[src/rtl/psr_pkg.sv]
package psr_pkg;

   typedef enum logic [4:0] {
      M_USR = 5'b10000,
      M_FIQ = 5'b10001,
      M_IRQ = 5'b10010,
      M_SVC = 5'b10011,
      M_ABT = 5'b10111,
      M_UND = 5'b11011,
      M_SYS = 5'b11111
   } mode_e;

   typedef enum logic [2:0] {
      EXC_NONE = 3'd0,
      EXC_RST  = 3'd1,
      EXC_ABT  = 3'd2,
      EXC_FIQ  = 3'd3,
      EXC_IRQ  = 3'd4,
      EXC_UND  = 3'd5,
      EXC_SWI  = 3'd6
   } exc_e;

   localparam int MODE_W     = 5;
   localparam int BIT_T      = 5;
   localparam int BIT_F      = 6;
   localparam int BIT_I      = 7;
   localparam int CTRL_W     = 8;
   localparam int NUM_BANKS  = 5;
   localparam int BANK_IDX_W = $clog2(NUM_BANKS);
   localparam int NUM_REQ    = 6;
   localparam int CODE_W     = 3;

   function automatic logic mode_legal(input logic [MODE_W-1:0] m);
      case (m)
         M_USR, M_FIQ, M_IRQ, M_SVC, M_ABT, M_UND, M_SYS: return 1'b1;
         default: return 1'b0;
      endcase
   endfunction

   function automatic logic mode_banked(input logic [MODE_W-1:0] m);
      case (m)
         M_FIQ, M_IRQ, M_SVC, M_ABT, M_UND: return 1'b1;
         default: return 1'b0;
      endcase
   endfunction

   function automatic logic [BANK_IDX_W-1:0] bank_of(input logic [MODE_W-1:0] m);
      case (m)
         M_FIQ:   return BANK_IDX_W'(0);
         M_IRQ:   return BANK_IDX_W'(1);
         M_SVC:   return BANK_IDX_W'(2);
         M_ABT:   return BANK_IDX_W'(3);
         M_UND:   return BANK_IDX_W'(4);
         default: return BANK_IDX_W'(0);
      endcase
   endfunction

   function automatic logic [MODE_W-1:0] exc_target(input logic [CODE_W-1:0] c);
      case (c)
         EXC_ABT: return M_ABT;
         EXC_FIQ: return M_FIQ;
         EXC_IRQ: return M_IRQ;
         EXC_UND: return M_UND;
         default: return M_SVC;
      endcase
   endfunction

endpackage

[src/rtl/psr_exc_arb.sv]
module psr_exc_arb
   import psr_pkg::*;
(
   input  logic              rst_req,
   input  logic              abt_req,
   input  logic              fiq_req,
   input  logic              irq_req,
   input  logic              und_req,
   input  logic              swi_req,
   input  logic              i_dis,
   input  logic              f_dis,
   output logic              take,
   output logic [CODE_W-1:0] code,
   output logic [MODE_W-1:0] target,
   output logic              set_f
);

   localparam int WIN_W = $clog2(NUM_REQ);

   // index 0 is the highest priority; index + 1 is the exception code
   logic [NUM_REQ-1:0] req_vec;
   logic [WIN_W-1:0]   win_idx;
   logic               found;

   assign req_vec = {swi_req, und_req, irq_req & ~i_dis,
                     fiq_req & ~f_dis, abt_req, rst_req};

   always_comb begin
      found   = 1'b0;
      win_idx = '0;
      for (int i = 0; i < NUM_REQ; i++) begin
         if (!found && req_vec[i]) begin
            found   = 1'b1;
            win_idx = WIN_W'(i);
         end
      end
   end

   assign take   = found;
   assign code   = found ? (CODE_W'(win_idx) + CODE_W'(1)) : CODE_W'(EXC_NONE);
   assign target = exc_target(code);
   assign set_f  = found && (code == EXC_FIQ || code == EXC_RST);

endmodule

[src/rtl/psr_wr_legal.sv]
module psr_wr_legal
   import psr_pkg::*;
#(
   parameter int PSR_W    = 32,
   parameter int FLAG_LSB = 28
) (
   input  logic [CTRL_W-1:0] old_ctrl,
   input  logic [PSR_W-1:0]  wr_val,
   input  logic              allow_ctrl,
   output logic [PSR_W-1:0]  result
);

   localparam logic [PSR_W-1:0] FLAG_MASK = PSR_W'({4'hF}) << FLAG_LSB;

   logic [PSR_W-1:0]  flag_part;
   logic [CTRL_W-1:0] ctrl_part;

   assign flag_part = wr_val & FLAG_MASK;

   always_comb begin
      ctrl_part = old_ctrl;
      if (allow_ctrl) begin
         ctrl_part[BIT_I] = wr_val[BIT_I];
         ctrl_part[BIT_F] = wr_val[BIT_F];
         ctrl_part[BIT_T] = wr_val[BIT_T];
         if (mode_legal(wr_val[MODE_W-1:0])) begin
            ctrl_part[MODE_W-1:0] = wr_val[MODE_W-1:0];
         end
      end
   end

   assign result = flag_part | PSR_W'(ctrl_part);

endmodule

[src/rtl/psr_bank.sv]
module psr_bank
   import psr_pkg::*;
#(
   parameter int               PSR_W   = 32,
   parameter int               NUM     = NUM_BANKS,
   parameter logic [PSR_W-1:0] RST_VAL = '0
) (
   input  logic                  clk,
   input  logic                  rst_n,
   input  logic                  wr_en,
   input  logic [BANK_IDX_W-1:0] wr_idx,
   input  logic [PSR_W-1:0]      wr_data,
   input  logic [BANK_IDX_W-1:0] rd_idx,
   output logic [PSR_W-1:0]      rd_data
);

   logic [PSR_W-1:0] bank_r [NUM];

   for (genvar g = 0; g < NUM; g++) begin : g_bank
      always_ff @(posedge clk or negedge rst_n) begin
         if (!rst_n) begin
            bank_r[g] <= RST_VAL;
         end else if (wr_en && wr_idx == BANK_IDX_W'(g)) begin
            bank_r[g] <= wr_data;
         end
      end

      // a bank changes only on a write aimed at it
      a_r9_bank_hold: assert property (@(posedge clk) disable iff (!rst_n)
         !(wr_en && wr_idx == BANK_IDX_W'(g)) |=> $stable(bank_r[g]));
   end

   assign rd_data = (int'(rd_idx) < NUM) ? bank_r[rd_idx] : '0;

endmodule

[src/rtl/psr_ctrl.sv]
module psr_ctrl
   import psr_pkg::*;
#(
   parameter int PSR_W    = 32,
   parameter int FLAG_LSB = 28
) (
   input  logic             clk,
   input  logic             rst_n,
   input  logic             rst_req,
   input  logic             abt_req,
   input  logic             fiq_req,
   input  logic             irq_req,
   input  logic             und_req,
   input  logic             swi_req,
   input  logic             ret_en,
   input  logic             cur_wr_en,
   input  logic [PSR_W-1:0] cur_wr_data,
   input  logic             sav_wr_en,
   input  logic [PSR_W-1:0] sav_wr_data,
   output logic [PSR_W-1:0] psr_q,
   output logic [PSR_W-1:0] saved_q,
   output logic             exc_taken,
   output logic [2:0]       exc_code
);

   localparam logic [PSR_W-1:0] PSR_RST =
      {{(PSR_W-CTRL_W){1'b0}}, 1'b1, 1'b1, 1'b0, M_SVC};

   if (PSR_W < 32) begin : g_bad_width
      $error("psr_ctrl: PSR_W must be at least 32");
   end
   if (FLAG_LSB < CTRL_W || FLAG_LSB + 4 > PSR_W) begin : g_bad_flags
      $error("psr_ctrl: flag field must lie above the control byte");
   end

   logic [PSR_W-1:0]      psr_r, psr_nxt;
   logic                  taken_r;
   logic [CODE_W-1:0]     code_r;
   logic [MODE_W-1:0]     cur_mode;
   logic                  cur_banked;
   logic                  take;
   logic [CODE_W-1:0]     take_code;
   logic [MODE_W-1:0]     take_mode;
   logic                  take_set_f;
   logic [PSR_W-1:0]      bank_rd;
   logic                  bank_we;
   logic [BANK_IDX_W-1:0] bank_widx;
   logic [PSR_W-1:0]      bank_wdata;
   logic [PSR_W-1:0]      cur_legal, sav_legal;
   logic                  do_ret;

   assign cur_mode   = psr_r[MODE_W-1:0];
   assign cur_banked = mode_banked(cur_mode);

   psr_exc_arb u_arb (
      .rst_req (rst_req),
      .abt_req (abt_req),
      .fiq_req (fiq_req),
      .irq_req (irq_req),
      .und_req (und_req),
      .swi_req (swi_req),
      .i_dis   (psr_r[BIT_I]),
      .f_dis   (psr_r[BIT_F]),
      .take    (take),
      .code    (take_code),
      .target  (take_mode),
      .set_f   (take_set_f)
   );

   psr_wr_legal #(.PSR_W(PSR_W), .FLAG_LSB(FLAG_LSB)) u_cur_legal (
      .old_ctrl   (psr_r[CTRL_W-1:0]),
      .wr_val     (cur_wr_data),
      .allow_ctrl (cur_mode != M_USR),
      .result     (cur_legal)
   );

   psr_wr_legal #(.PSR_W(PSR_W), .FLAG_LSB(FLAG_LSB)) u_sav_legal (
      .old_ctrl   (bank_rd[CTRL_W-1:0]),
      .wr_val     (sav_wr_data),
      .allow_ctrl (1'b1),
      .result     (sav_legal)
   );

   psr_bank #(.PSR_W(PSR_W), .NUM(NUM_BANKS), .RST_VAL(PSR_RST)) u_bank (
      .clk     (clk),
      .rst_n   (rst_n),
      .wr_en   (bank_we),
      .wr_idx  (bank_widx),
      .wr_data (bank_wdata),
      .rd_idx  (bank_of(cur_mode)),
      .rd_data (bank_rd)
   );

   assign do_ret = !take && ret_en && cur_banked;

   always_comb begin
      psr_nxt    = psr_r;
      bank_we    = 1'b0;
      bank_widx  = bank_of(cur_mode);
      bank_wdata = sav_legal;
      if (take) begin
         psr_nxt[MODE_W-1:0] = take_mode;
         psr_nxt[BIT_I]      = 1'b1;
         psr_nxt[BIT_T]      = 1'b0;
         if (take_set_f) psr_nxt[BIT_F] = 1'b1;
         bank_we    = 1'b1;
         bank_widx  = bank_of(take_mode);
         bank_wdata = psr_r;
      end else if (do_ret) begin
         psr_nxt = bank_rd;
      end else begin
         if (cur_wr_en) psr_nxt = cur_legal;
         bank_we = sav_wr_en && cur_banked;
      end
   end

   always_ff @(posedge clk or negedge rst_n) begin
      if (!rst_n) begin
         psr_r   <= PSR_RST;
         taken_r <= 1'b0;
         code_r  <= EXC_NONE;
      end else begin
         psr_r   <= psr_nxt;
         taken_r <= take;
         code_r  <= take_code;
      end
   end

   assign psr_q     = psr_r;
   assign saved_q   = cur_banked ? bank_rd : '0;
   assign exc_taken = taken_r;
   assign exc_code  = code_r;

   // the mode after an entry matches the reported code
   a_r3_mode_matches_code: assert property (@(posedge clk) disable iff (!rst_n)
      taken_r |-> (cur_mode == exc_target(code_r)));

   // exceptions never land in system or user mode
   a_r3_no_sys_entry: assert property (@(posedge clk) disable iff (!rst_n)
      taken_r |-> (cur_mode != M_SYS && cur_mode != M_USR));

   // an IRQ is taken only if its disable bit was clear
   a_r5_irq_masked: assert property (@(posedge clk) disable iff (!rst_n)
      (taken_r && code_r == EXC_IRQ) |-> !$past(psr_r[BIT_I]));

   // an FIQ is taken only if its disable bit was clear
   a_r5_fiq_masked: assert property (@(posedge clk) disable iff (!rst_n)
      (taken_r && code_r == EXC_FIQ) |-> !$past(psr_r[BIT_F]));

   // entry leaves IRQ disabled and the state bit clear
   a_r6_entry_bits: assert property (@(posedge clk) disable iff (!rst_n)
      taken_r |-> (psr_r[BIT_I] && !psr_r[BIT_T]));

   // FIQ and reset entries set the FIQ disable bit
   a_r6_fiq_sets_f: assert property (@(posedge clk) disable iff (!rst_n)
      (taken_r && (code_r == EXC_FIQ || code_r == EXC_RST)) |-> psr_r[BIT_F]);

   // user mode keeps its control byte unless an exception is taken
   a_r7_user_ctrl_hold: assert property (@(posedge clk) disable iff (!rst_n)
      (cur_mode == M_USR && !take) |=> $stable(psr_r[CTRL_W-1:0]));

   // a return loads the saved copy seen before the edge
   a_r10_return_loads: assert property (@(posedge clk) disable iff (!rst_n)
      (ret_en && cur_banked && !take) |=> (psr_r == $past(bank_rd)));

   // bits outside the flags and the control byte stay zero
   a_r2_reserved_zero: assert property (@(posedge clk) disable iff (!rst_n)
      (psr_r[FLAG_LSB-1:CTRL_W] == '0));

endmodule

[config.mk]
export PLATFORM = sky130hd
export DESIGN_NAME = psr_ctrl
export DESIGN_NICKNAME = d
export VERILOG_FILES = /design/src/rtl/psr_pkg.sv /design/src/rtl/psr_exc_arb.sv /design/src/rtl/psr_wr_legal.sv /design/src/rtl/psr_bank.sv /design/src/rtl/psr_ctrl.sv
export SDC_FILE = /design/constraint.sdc
export NUM_CORES = 1
export LEC_CHECK = 0
export BUFFER_PORTS_ARGS = -buffer_cell sky130_fd_sc_hd__buf_4
export CAP_MARGIN = 20
export CORE_MARGIN = 1.5
export CORE_UTILIZATION = 62
export CTS_CLUSTER_SIZE = 25
export DETAILED_ROUTE_END_ITERATION = 8
export GPL_TIMING_DRIVEN = 0
export PLACE_DENSITY_LB_ADDON = 0.08
export REMOVE_ABC_BUFFERS = 1
export SLEW_MARGIN = 20
export SYNTH_ARGS = -nofsm -noshare
export SYNTH_HDL_FRONTEND = slang
export SYNTH_SLANG_ARGS = --single-unit
[constraint.sdc]
create_clock -name clk -period 9.1 [get_ports clk]
set_input_delay 0.455 -clock clk [delete_from_list [all_inputs] [get_ports clk]]
set_output_delay 0.455 -clock clk [all_outputs]
set_load 0.01 [all_outputs]
### Word-level counts from Yosys, hierarchy flattened

Index checks and enable logic that the tools add are counted.

| word-level totals | value |
|---|---|
| register bits | 196 |
| input bits | 75 |

| cells by class | value |
|---|---|
| add/sub/neg operators | 1 |
| $lt $le $gt $ge | 2 |
| equal/unequal tests | 34 |
| mux-type cells | 35 |
| bitwise gates (word level) | 8 |
| reductions and logical operators | 29 |

Operator list:

| cell | count |
|---|---|
| $mux 32 | 7 |
| $eq 5x5->1 const B | 23 |
| $bmux 32 s3 | 1 |
| $or 32x8->32 | 2 |
| $pmux 3 s4 | 2 |
| $mux 8 | 2 |
| $pmux 4 s4 | 1 |
| $logic_and 1x1->1 | 14 |
| $mux 1 | 14 |
| $reduce_or 7->1 | 2 |
| $eq 3x2->1 const B | 4 |
| $mux 3 | 4 |
| $mux 5 | 2 |
| $eq 3x3->1 const B | 3 |
| $eq 3x1->1 const B | 2 |
| $logic_not 1->1 | 6 |
| $ne 5x5->1 const B | 1 |
| $reduce_or 5->1 | 1 |
| $ge 4x4->1 const B | 1 |
| $mux 2 | 2 |
| $not 3->4 | 1 |
| $reduce_and 2->1 | 2 |
| $add 3x1->3 const B | 1 |
| $logic_not 3->1 | 1 |
| other kinds (7) | 10 |

### Logic depth before layout (Yosys ltp)

Gate-level depths: netlist of run 1.

| depth | value |
|---|---|
| word-level depth | 25 |
| gate-level depth with buffers | 11 |
| mapped depth without buffers | 10 |

### Hierarchy

From an unflattened synthesis of run 1, not the netlist that was laid out.

| unflattened totals | value |
|---|---|
| cell total of the unflattened synthesis | 873 |
| area, all modules | 10,705.3 um2 |

By module, submodules not included:

| module | times used | cells each | area each (um2) |
|---|---|---|---|
| psr_bank | 1 | 492 | 7,273.2 |
| psr_ctrl | 1 | 276 | 2,592.5 |
| psr_wr_legal | 2 | 36 | 310.3 |
| psr_exc_arb | 1 | 33 | 219.0 |

### Worst setup path before layout of run 1

Ideal clock, no wire load.

| timing | value |
|---|---|
| path kind | reg2reg |
| from | reg psr_r[6] (netlist: psr_q[6]) |
| to | reg u_bank.bank_r[137] (netlist name) |
| library setup time | 0.128 ns |
| arrival time | 2.947 ns |
| data required time | 8.972 ns |
| slack | 6.025 ns |
| stages on the path, launching flop included | 12 |
| buffers on the path | 2 |
| cells stage by stage | dfstp_2 > nand2b_1 > o21ai_0 > a21oi_2 > ha_1 > buf_2 > xor2_1 > mux2i_1 > a32oi_4 > nand3_2 > buf_2 > mux2_1 |

| between the ends | value |
|---|---|
| longest elaborated chain between the ends | 22 |
| elaborated cells on any way between the ends | 38 |
| classes of those cells | 1 x add/sub; 8 x eq/ne; 15 x mux; 2 x bitwise; 12 x reduce/logical |

Ends and longest elaborated chain:

| element | line | RTL |
|---|---|---|
| start: declaration | psr_ctrl.sv:36 | `logic [PSR_W-1:0] psr_r, psr_nxt;` |
| start signal: assignment | psr_ctrl.sv:123 | `psr_r <= psr_nxt;` |
| $not 1->1 (*) | psr_exc_arb.sv:26 | `fiq_req & ~f_dis, abt_req, rst_req};` |
| $and 1x1->1 (*) | psr_exc_arb.sv:26 |  |
| $logic_and 1x1->1 (*) | psr_exc_arb.sv:32 | `if (!found && req_vec[i]) begin` |
| $mux 1 | psr_exc_arb.sv:32 |  |
| $logic_not 1->1 | psr_exc_arb.sv:32 |  |
| $logic_and 1x1->1 | psr_exc_arb.sv:32 |  |
| $mux 1 | psr_exc_arb.sv:32 |  |
| $logic_not 1->1 | psr_exc_arb.sv:32 |  |
| [6 not listed] | -- |  |
| $mux 3 | psr_exc_arb.sv:40 | `assign code = found ? (CODE_W'(win_idx) + CODE_W'(1)) : CODE_W'(EXC_NONE);` |
| $eq 3x3->1 / $eq 3x2->1 (equally long branches) | psr_pkg.sv:59 | `case (c)` |
| $pmux 4 s4 | psr_pkg.sv:59 |  |
| $eq 5x5->1 | psr_pkg.sv:48 | `case (m)` |
| $pmux 3 s4 | psr_pkg.sv:48 |  |
| $mux 3 | psr_ctrl.sv:101 | `if (take) begin` |
| $logic_not 3->1 | psr_bank.sv:23 | `end else if (wr_en && wr_idx == BANK_IDX_W'(g)) begin` |
| $logic_and 1x1->1 | psr_bank.sv:23 |  |
| end signal: indexed assignment | psr_bank.sv:24 | `bank_r[g] <= wr_data;` |
| end: declaration | psr_bank.sv:17 | `logic [PSR_W-1:0] bank_r [NUM];` |

Every way passes the cells marked *; elsewhere a longest branch is shown, timed or not.
A chain may end at the register's enable or synchronous reset.

### Worst setup path after layout of run 1

| timing | value |
|---|---|
| from | reg psr_r[6] (netlist: psr_q[6]) |
| to | reg u_bank.bank_r[148] (netlist name) |

The elaborated chain is that of the path after synthesis.

==> flow_metrics.py, run 1 <==
metrics = {
    "clock_tree": {
        "htree_levels": 4,
        "post_cts_buffers": 0,
        "cts_hold_buf": 1,
        "cts-resized-gates": 0,
        "clk_latency_ns": 0.43,
        "clock-sinks": 196,
        "cts_buffer_depth": 2,
        "cts_made_buffers": 17,
        "tritoncts": "done",
        "path_clk_slew_ns": 0.07,
        "cts.root.buffer_cell": "clkbuf_16",
    },
    "cells_and_area": {
        "final_nets": 913,
        "area.sequential_um2": 4942,
        "drive_above_1_share": 0.4047,
        "multi_input_area_um2": 4358,
        "n_fill_cell": 952,
        "mostFrequentLayoutCell": "dfrtp_1",
        "diodes": 0,
        "area_delta_synth_final_pct": 18.91,
        "mostFrequentLayoutCells": "166 x dfrtp_1, 119 x mux2_2, 101 x buf_4",
        "final_util": 0.7514,
    },
    "place": {
        "pre_cts_slack_ns": 4.754,
        "port_buffers": 102,
        "routabilityCongestion": 0.8712,
        "dp_hpwl_mm": 14.24,
    },
    "die": {
        "initial_core_util": 0.6319,
        "fp.dieArea_um2": 16130,
        "rows": 45,
        "fp.dieH_um": 127.0,
        "core_um2": 15090,
        "boundaryPins": 143,
        "dieWidth_um": 127.0,
    },
    "timing": {
        "setup_tns_ns": 0,
        "skew_ns": 0.008832,
        "tightest_slew_ns": 1.023,
        "fin_crit_sh": 0.4389,
        "setup_viol": 0,
        "slew_headroom": 0.3180,
        "grt_setup_unrepaired": "false",
        "fmax_ghz": 0.2504,
        "finalHoldViolCount": 0,
        "drv_slew": 0,
        "fin_ws_ns": 5.106,
        "period_minus_slack_ns": 3.994,
    },
    "yosys": {
        "synth-compound-area-share": 0.07099,
        "syn_area_um2": 9535,
        "async_flop_share": 1.000,
        "synthAdderAreaFrac": 0.001312,
        "ys_warn_count": 0,
        "synth_mux_area_frac": 0.2875,
        "synth_area_leaders": "dfrtp_1 44%, mux2_2 14%, dfstp_2 8.3%",
        "synth_xor_xnor_area_share": 0.001837,
        "yosysTopAreaCellShare": 0.4356,
        "yosys_register_bits": 196,
        "synth_cell_type_count": 66,
        "synth_top_area_cell": "dfrtp_1",
        "synth_top_family_by_area": "multiplexers",
        "synth_edf_count": 0,
        "synth-simple-area-share": 0.08988,
        "postSynthAreaPerCell_um2": 12.82,
        "seq_area_frac_synth": 0.5183,
        "synth-main-ff-cell": "dfrtp_1",
        "syn_inst": 744,
    },
    "worst_setup_path": {
        "arrival_ns": 4.30,
        "reg2reg_depth": 11,
        "crit_fanout": 20,
        "r2r-end": "u_bank.bank_r[148]",
        "crit_type": "reg -> reg",
        "worstPathRequired_ns": 9.41,
        "endpoint_kind": "register",
        "r2r-start": "psr_q[6]",
        "worstSetupStartpointType": "register",
        "rrSetupSlack_ns": 5.11,
        "startpoint": "psr_q[6]",
        "endpoint": "u_bank.bank_r[148]",
    },
    "route": {
        "wl_per_cell_um": 21.49,
        "drc_errors": 0,
        "vias": 6504,
        "drtIter0Drc": 578,
        "vias_per_cell": 6.266,
        "firstDrtPassIters": 5,
        "antenna_left": 0,
        "drt_wl_total_mm": 22.31,
    },
    "global_route": {
        "overflow": 0,
        "grt_max_degree": 107,
        "grt_usage": 0.2883,
        "grt_antenna_before_repair": 0,
        "grt_pass1_vias": 6693,
        "grt_pass1_wl_mm": 35.57,
    },
    "run_status": {
        "outcome": "finished clean",
    },
    "min_path": {
        "hp-class": "in -> reg",
        "hold_start": "cur_wr_data[31]",
    },
    "pwr": {
        "leakage_uw": 0.005510,
        "power.density_nw_per_um2": 197.9,
        "ir_drop_mv": 0.1535,
    },
    "flow_run": {
        "drv_cap": 0,
    },
}
-- worst max-delay path, cell delays in order (launching register included) --
cell      delay (ns)
dfstp_2         0.57
nand2b_1        0.22
o21ai_0         0.20
a21oi_2         0.39
ha_1            0.36
o21ai_0         0.12
nor4_1          0.20
o21ai_1         0.20
o221ai_1        0.39
nand3_2         0.51
buf_16          0.36
mux2_1          0.33
-- metrics by stage --
stage | std cells | cell area, um2 | total power, uW | hold WS, ns
finish | 1038 | 11340 | 2244 | 0.3128
global route | 1038 | 11340 | 2332 | 0.3233
CTS | 1036 | 11290 | 2249 | 0.3024
floorplan | 697 | 9274 | 1293 | 0.1594
detailed placement | 1003 | 10690 | 1486 | 0.3004
global placement | 987 | 10270 | 1437 | 0.4625
-- cell families (layout without fill, tap and decap cells) --
family / after synthesis / count (layout)
compound gates: 98 / 98
xor+xnor: 2 / 2
fa+ha+maj: 1 / 1
buf+inv: 54 / 160
flops: 196 / 196
mux: 221 / 221
simple gates: 172 / 172
-- worst min path at each step --
stage,end,slack (ns),cells after the start
5_1_grt,psr_q[28],0.32,3
6_report,psr_q[31],0.31,3
3_5_place_dp,u_bank.bank_r[26],0.30,1
3_3_place_gp,u_bank.bank_r[106],0.46,1
4_1_cts,psr_q[29],0.30,3
2_1_floorplan,exc_code[0],0.16,0
-- metal layers --
metal	GRT usage	share of wire
met5	0	0
met4	0.1150	0.021
met2	0.4655	0.49
met1	0.3978	0.43
met3	0.04648	0.055
-- power breakdown --
part	switching (uW)	internal, uW
sequential	57.9	982
clock	312	448
combinational	223	221
total	593	1650
-- layout make-up --
type,count,area share
flip-flops and latches,196,0.4359
multi-input cells,494,0.3844
repair buffers,121,0.1042
clock buffers,24,0.04160
well taps,188,0.02075
clock inverters,8,0.01092
inverters,7,0.002317
-- sequential cells by signal, summed over array words and instances, names as in the netlist --
| signal | count |
|---|---|
| exc_code | 3 |
| u_bank.bank_r | 160 |
| exc_taken | 1 |
| psr_q | 32 |
-- synth_stat cells, types with 5 or more instances --
library cell    n
dfrtp_1       166
mux2_2        119
nand2_1        60
nor2_1         48
mux2_1         44
mux2i_1        32
o21ai_0        32
dfstp_2        30
mux4_2         26
and2_1         24
buf_2          20
clkbuf_1       16
a21oi_1        13
inv_1           7
buf_6           6
nor3_1          6
a221oi_1        5
o21ai_1         5
(Power assumes the default switching activity.)
==> run 2, diff against run 1 <==
- CORE_UTILIZATION: 62 -> 57
- clock period: 9.1 -> 3.8 ns (I/O delays scaled with it)
==> run 2 against run 1 <==
Net effect: flip-flop and latch count unchanged; sequential share of layout area down 0.16 points; cell area up 0.36%; critical endpoint is now u_bank.bank_r[75]; largest power group unchanged.
==> flow_metrics.py, run 2 (synthesized netlist as in run 1, its figures left out) <==
metrics = {
    "worst_setup_path": {
        "crit_path_cell_trace": "nand2b_1 > o21ai_0 > a21oi_2 > ha_2 > xor2_1 > mux2i_1 > a32oi_4 > nand3_4 > buf_16 > mux2_1",
        "r2r-start": "psr_q[6]",
        "worstSetupStartpointType": "register",
        "worstPathRequired_ns": 4.10,
        "endpoint": "u_bank.bank_r[75]",
        "crit_fanout": 17,
        "crit_slowest_cell": "dfstp_2",
        "reg2reg_depth": 10,
        "arrival_ns": 3.92,
        "crit_type": "reg -> reg",
        "startpoint": "psr_q[6]",
        "cpPeakStageDelay_ns": 0.56,
        "endpoint_kind": "register",
        "r2r-end": "u_bank.bank_r[75]",
        "rrSetupSlack_ns": 0.18,
    },
    "timing": {
        "fin_ws_ns": 0.1806,
        "tightest_slew_ns": 0.7744,
        "period_minus_slack_ns": 3.619,
        "drv_slew": 0,
        "finalHoldViolCount": 0,
        "skew_ns": 0.009818,
        "fmax_ghz": 0.2763,
        "fin_crit_sh": 0.9525,
        "slew_headroom": 0.4819,
        "setup_viol": 0,
    },
    "global_route": {
        "grt_pass1_vias": 6809,
        "grt_max_degree": 101,
        "grt_pass1_wl_mm": 36.73,
        "grt_antenna_before_repair": 0,
        "overflow": 0,
        "grt_usage": 0.2695,
    },
    "clock_tree": {
        "path_clk_slew_ns": 0.07,
        "clock-sinks": 196,
        "clk_latency_ns": 0.43,
        "tritoncts": "done",
        "cts.root.buffer_cell": "clkbuf_16",
        "cts_buffer_depth": 2,
        "cts_made_buffers": 17,
        "htree_levels": 4,
    },
    "pwr": {
        "p_total_uw": 5349,
        "leakage_uw": 0.005496,
        "ir_drop_mv": 0.3414,
        "power.density_nw_per_um2": 470.0,
    },
    "cells_and_area": {
        "area_delta_synth_final_pct": 19.34,
        "diodes": 0,
        "mostFrequentLayoutCells": "166 x dfrtp_1, 119 x mux2_2, 103 x buf_4",
        "largest_register": "u_bank.bank_r",
        "drive_above_1_share": 0.4125,
        "mostFrequentLayoutCell": "dfrtp_1",
        "n_fill_cell": 1219,
        "final_nets": 914,
        "largest_reg_flops": 160,
    },
    "place": {
        "pre_cts_slack_ns": -0.3223,
        "port_buffers": 102,
        "routabilityCongestion": 0.7988,
        "dp_hpwl_mm": 14.72,
    },
    "die": {
        "initial_core_util": 0.5791,
        "dieWidth_um": 132.3,
        "fp.dieH_um": 132.3,
        "rows": 47,
        "core_um2": 16470,
        "fp.dieArea_um2": 17510,
        "boundaryPins": 143,
    },
    "min_path": {
        "hp-class": "in -> reg",
        "hold_depth": 3,
    },
    "route": {
        "antenna_left": 0,
        "drtIter0Drc": 373,
        "wl_per_cell_um": 21.10,
        "drc_errors": 0,
        "firstDrtPassIters": 5,
        "vias": 6465,
        "drt_wl_total_mm": 22.59,
        "vias_per_cell": 6.036,
    },
    "run_status": {
        "outcome": "finished clean",
    },
    "flow_run": {
        "drv_cap": 0,
    },
}
==> run 2: layer usage <==
layer | share of wire | GRT usage | wire length (um) | vias up
li1 | - | - | - | 2884
met1 | 0.44 | 0.3703 | 9980 | 3372
met2 | 0.50 | 0.4410 | 11270 | 178
met3 | 0.041 | 0.04844 | 924 | 31
met4 | 0.019 | 0.08486 | 421 | 0
met5 | 0 | 0 | 0 | -
==> run 2: final cells by class <==
cell class	count	area [um2]	share of cell area
clock inverter	12	152.6	0.01341
multi-input combinational	494	4393	0.3860
tap	220	275.3	0.02419
inverter	7	26.28	0.002309
timing repair buffer	122	1154	0.1014
clock buffer	20	436.7	0.03837
sequential	196	4942	0.4343
==> run 2: what timing repair did <==
| item | 4_1_cts | 5_1_grt |
|---|---|---|
| hold buffers | 1 | 0 |
| hold endpoints to repair | 78 | 0 |
| buffers inserted | 1 | 2 |
| resized for setup | 3 | 3 |
| pin swaps | 1 | 3 |
| endpoints found under the setup margin | 64 | 120 |
==> run 2: power by group <==
group          leakage [uW]  total, uW  internal (uW)  switching [uW]
clock network      0.000277       1820           1040             779
registers           0.00258       2480           2350             127
logic               0.00264       1060            526             530
==> run 2: worst max-delay path: cells and delay by family (launching register included) <==
family	cells	cell delay, ns
flops	1	0.56
simple gates	2	0.63
compound gates	3	0.81
xor+xnor	1	0.31
mux	2	0.51
buf+inv	1	0.30
fa+ha+maj	1	0.36
==> run 2: worst min path at each step <==
stage / startpoint / end
floorplan: rst_n / exc_code[0]
global placement: u_bank.bank_r[58] / u_bank.bank_r[58]
detailed placement: rst_n / exc_taken
CTS: cur_wr_data[29] / psr_q[29]
global route: cur_wr_data[29] / psr_q[29]
finish: cur_wr_data[29] / psr_q[29]
==> run 2: per-stage QoR <==
| stage | hold slack, ns | utilization | instances | cell area (um2) | setup TNS [ns] |
|---|---|---|---|---|---|
| 6_report | 0.04280 | 0.6911 | 1071 | 11380 | 0 |
| 5_1_grt | 0.05011 | 0.6911 | 1071 | 11380 | -0.1787 |
| 4_1_cts | 0.03905 | 0.6885 | 1069 | 11340 | 0 |
| 3_5_place_dp | 0.2781 | 0.6507 | 1035 | 10710 | -7.410 |
| 3_3_place_gp | 0.4624 | 0.6264 | 1019 | 10310 | -193.90 |
| 2_1_floorplan | -0.1056 | - | 697 | 9274 | -11.32 |
==> run 3, diff against run 2 <==
- CELL_PAD_IN_SITES_DETAIL_PLACEMENT: unset -> 0
- CELL_PAD_IN_SITES_GLOBAL_PLACEMENT: unset -> 1
- CORE_UTILIZATION: 57 -> 46
==> run 3 against run 2 <==
Net effect: global-route usage shrank 4.5 points; wire length is 2.8% higher; cell area up 0.75%; via count down 0.94%; combinational power is essentially flat; flip-flop and latch count unchanged; sequential share of layout area is 0.32 points lower; register-to-register slack improved by 0.02 ns; highest routed layer unchanged.
==> flow_metrics.py, run 3 (synthesized netlist as in run 1, its figures left out) <==
metrics = {
    "timing": {
        "hold-worst-slack_ns": 0.06344,
        "fmax_ghz": 0.2779,
        "skew_ns": 0.008447,
        "grt_setup_unrepaired": "false",
        "finalHoldViolCount": 0,
        "setup_tns_ns": 0,
        "fin_crit_sh": 0.9468,
        "tightest_slew_ns": 1.038,
        "slew_headroom": 0.3077,
        "setup_viol": 0,
        "period_minus_slack_ns": 3.598,
        "drv_slew": 0,
    },
    "global_route": {
        "grt_usage": 0.2248,
        "top_usage_layer": "met2",
        "grt_antenna_before_repair": 0,
        "grt_pass1_vias": 6740,
        "grt_max_degree": 85,
        "grtUsageMet1": 0.3095,
        "grtUsageMet2": 0.3613,
        "grt_pass1_wl_mm": 37.36,
        "use_met3": 0.03230,
        "overflow": 0,
    },
    "cells_and_area": {
        "final_nets": 917,
        "largest_register": "u_bank.bank_r",
        "diodes": 0,
        "area_delta_synth_final_pct": 20.23,
        "final_util": 0.5648,
        "drive_above_1_share": 0.4110,
        "n_fill_cell": 1724,
        "largest_reg_flops": 160,
        "final_cells": 1124,
        "mostFrequentLayoutCells": "166 x dfrtp_1, 119 x mux2_2, 106 x buf_4",
        "mostFrequentLayoutCell": "dfrtp_1",
    },
    "worst_setup_path": {
        "endpoint": "u_bank.bank_r[8]",
        "worstSetupStartpointType": "register",
        "crit_family": "simple AND/OR/NAND/NOR gates",
        "reg2reg_depth": 7,
        "crit_type": "reg -> reg",
        "endpoint_kind": "register",
        "crit_fanout": 23,
        "cpPeakStageDelay_ns": 0.92,
        "cp.buffers_inverters": 3,
        "worstPathRequired_ns": 4.11,
        "r2r-start": "psr_q[7]",
        "crit_path_cell_trace": "nand2b_1 > and4_1 > inv_2 > o22ai_4 > buf_16 > buf_16 > mux2_2",
        "crit_top_cell": "buf_16",
        "r2r-end": "u_bank.bank_r[8]",
        "rrSetupSlack_ns": 0.20,
        "crit_slowest_cell": "and4_1",
        "startpoint": "psr_q[7]",
        "crit_cells": 7,
        "arrival_ns": 3.91,
    },
    "place": {
        "dp_hpwl_mm": 15.55,
        "port_buffers": 102,
        "routabilityCongestion": 0.8245,
        "dp_cells": 1086,
    },
    "die": {
        "core_um2": 20300,
        "initial_core_util": 0.4697,
        "boundaryPins": 143,
        "fp.dieH_um": 147.0,
        "dieWidth_um": 147.0,
        "rows": 52,
        "fp.dieArea_um2": 21600,
    },
    "route": {
        "vias_per_cell": 5.698,
        "drt_wl_total_mm": 23.23,
        "vias": 6404,
        "wl_per_cell_um": 20.67,
        "drc_errors": 0,
        "firstDrtPassIters": 5,
        "antenna_left": 0,
        "drtIter0Drc": 372,
    },
    "clock_tree": {
        "clock-sinks": 196,
        "tritoncts": "done",
        "path_clk_slew_ns": 0.07,
        "htree_levels": 4,
        "cts_made_buffers": 17,
        "cts_buffer_depth": 2,
        "clk_latency_ns": 0.42,
        "cts.root.buffer_cell": "clkbuf_16",
    },
    "pwr": {
        "ir_drop_mv": 0.2969,
        "p_total_uw": 5359,
        "leakage_uw": 0.005522,
        "power.density_nw_per_um2": 467.4,
    },
    "run_status": {
        "outcome": "finished clean",
    },
    "flow_run": {
        "drv_cap": 0,
    },
    "min_path": {
        "hp-class": "in -> reg",
    },
}
==> run 3: where the power goes <==
group / internal, uW / leakage, uW / switching, uW
logic: 528 / 0.00266 / 532
registers: 2350 / 0.00258 / 126
clock network: 1040 / 0.000284 / 779
==> run 3: area by class of cell <==
type | instances | area, um2 | share of cell area
Clock buffer | 21 | 440.4 | 0.03842
Clock inverter | 11 | 152.6 | 0.01331
Inverter | 7 | 26.28 | 0.002292
Multi-Input combinational cell | 494 | 4389 | 0.3828
Sequential cell | 196 | 4942 | 0.4311
Tap cell | 270 | 337.8 | 0.02947
Timing Repair Buffer | 125 | 1176 | 0.1026
==> run 3: worst min path at each step <==
stage	start	end	slack, ns	depth (start not counted)
5_1_grt	cur_wr_data[28]	psr_q[28]	0.07	3
4_1_cts	cur_wr_data[28]	psr_q[28]	0.05	3
3_3_place_gp	u_bank.bank_r[120]	u_bank.bank_r[120]	0.46	1
2_1_floorplan	rst_n	exc_code[0]	-0.11	0
6_report	cur_wr_data[31]	psr_q[31]	0.06	3
3_5_place_dp	rst_n	u_bank.bank_r[66]	0.09	1
==> run 3: stage by stage <==
step,setup slack [ns],cell area (um2)
2_1_floorplan,-0.3603,9274
3_3_place_gp,-3.087,10380
3_5_place_dp,-0.1994,10800
4_1_cts,0.005953,11430
5_1_grt,0.01936,11460
6_report,0.2020,11460
==> run 3: what timing repair did <==
action                                  in CTS  in global routing
endpoints found under the setup margin      58                 88
gates resized for setup                      3                  2
hold buffers                                 1                  0
pin swaps                                    1                  2
endpoints found under the hold margin       36                  0
setup buffers                                1                  4
==> run 3: worst min-delay path: stages <==
cell and delay [ns]:
buf_4 0.08, nand2_1 0.04, o221ai_1 0.13
==> run 3: per-layer routing <==
| metal | routed length [um] | up-vias |
|---|---|---|
| li1 | - | 2892 |
| met1 | 10480 | 3290 |
| met2 | 11070 | 183 |
| met3 | 997 | 39 |
| met4 | 684 | 0 |
| met5 | 0 | - |
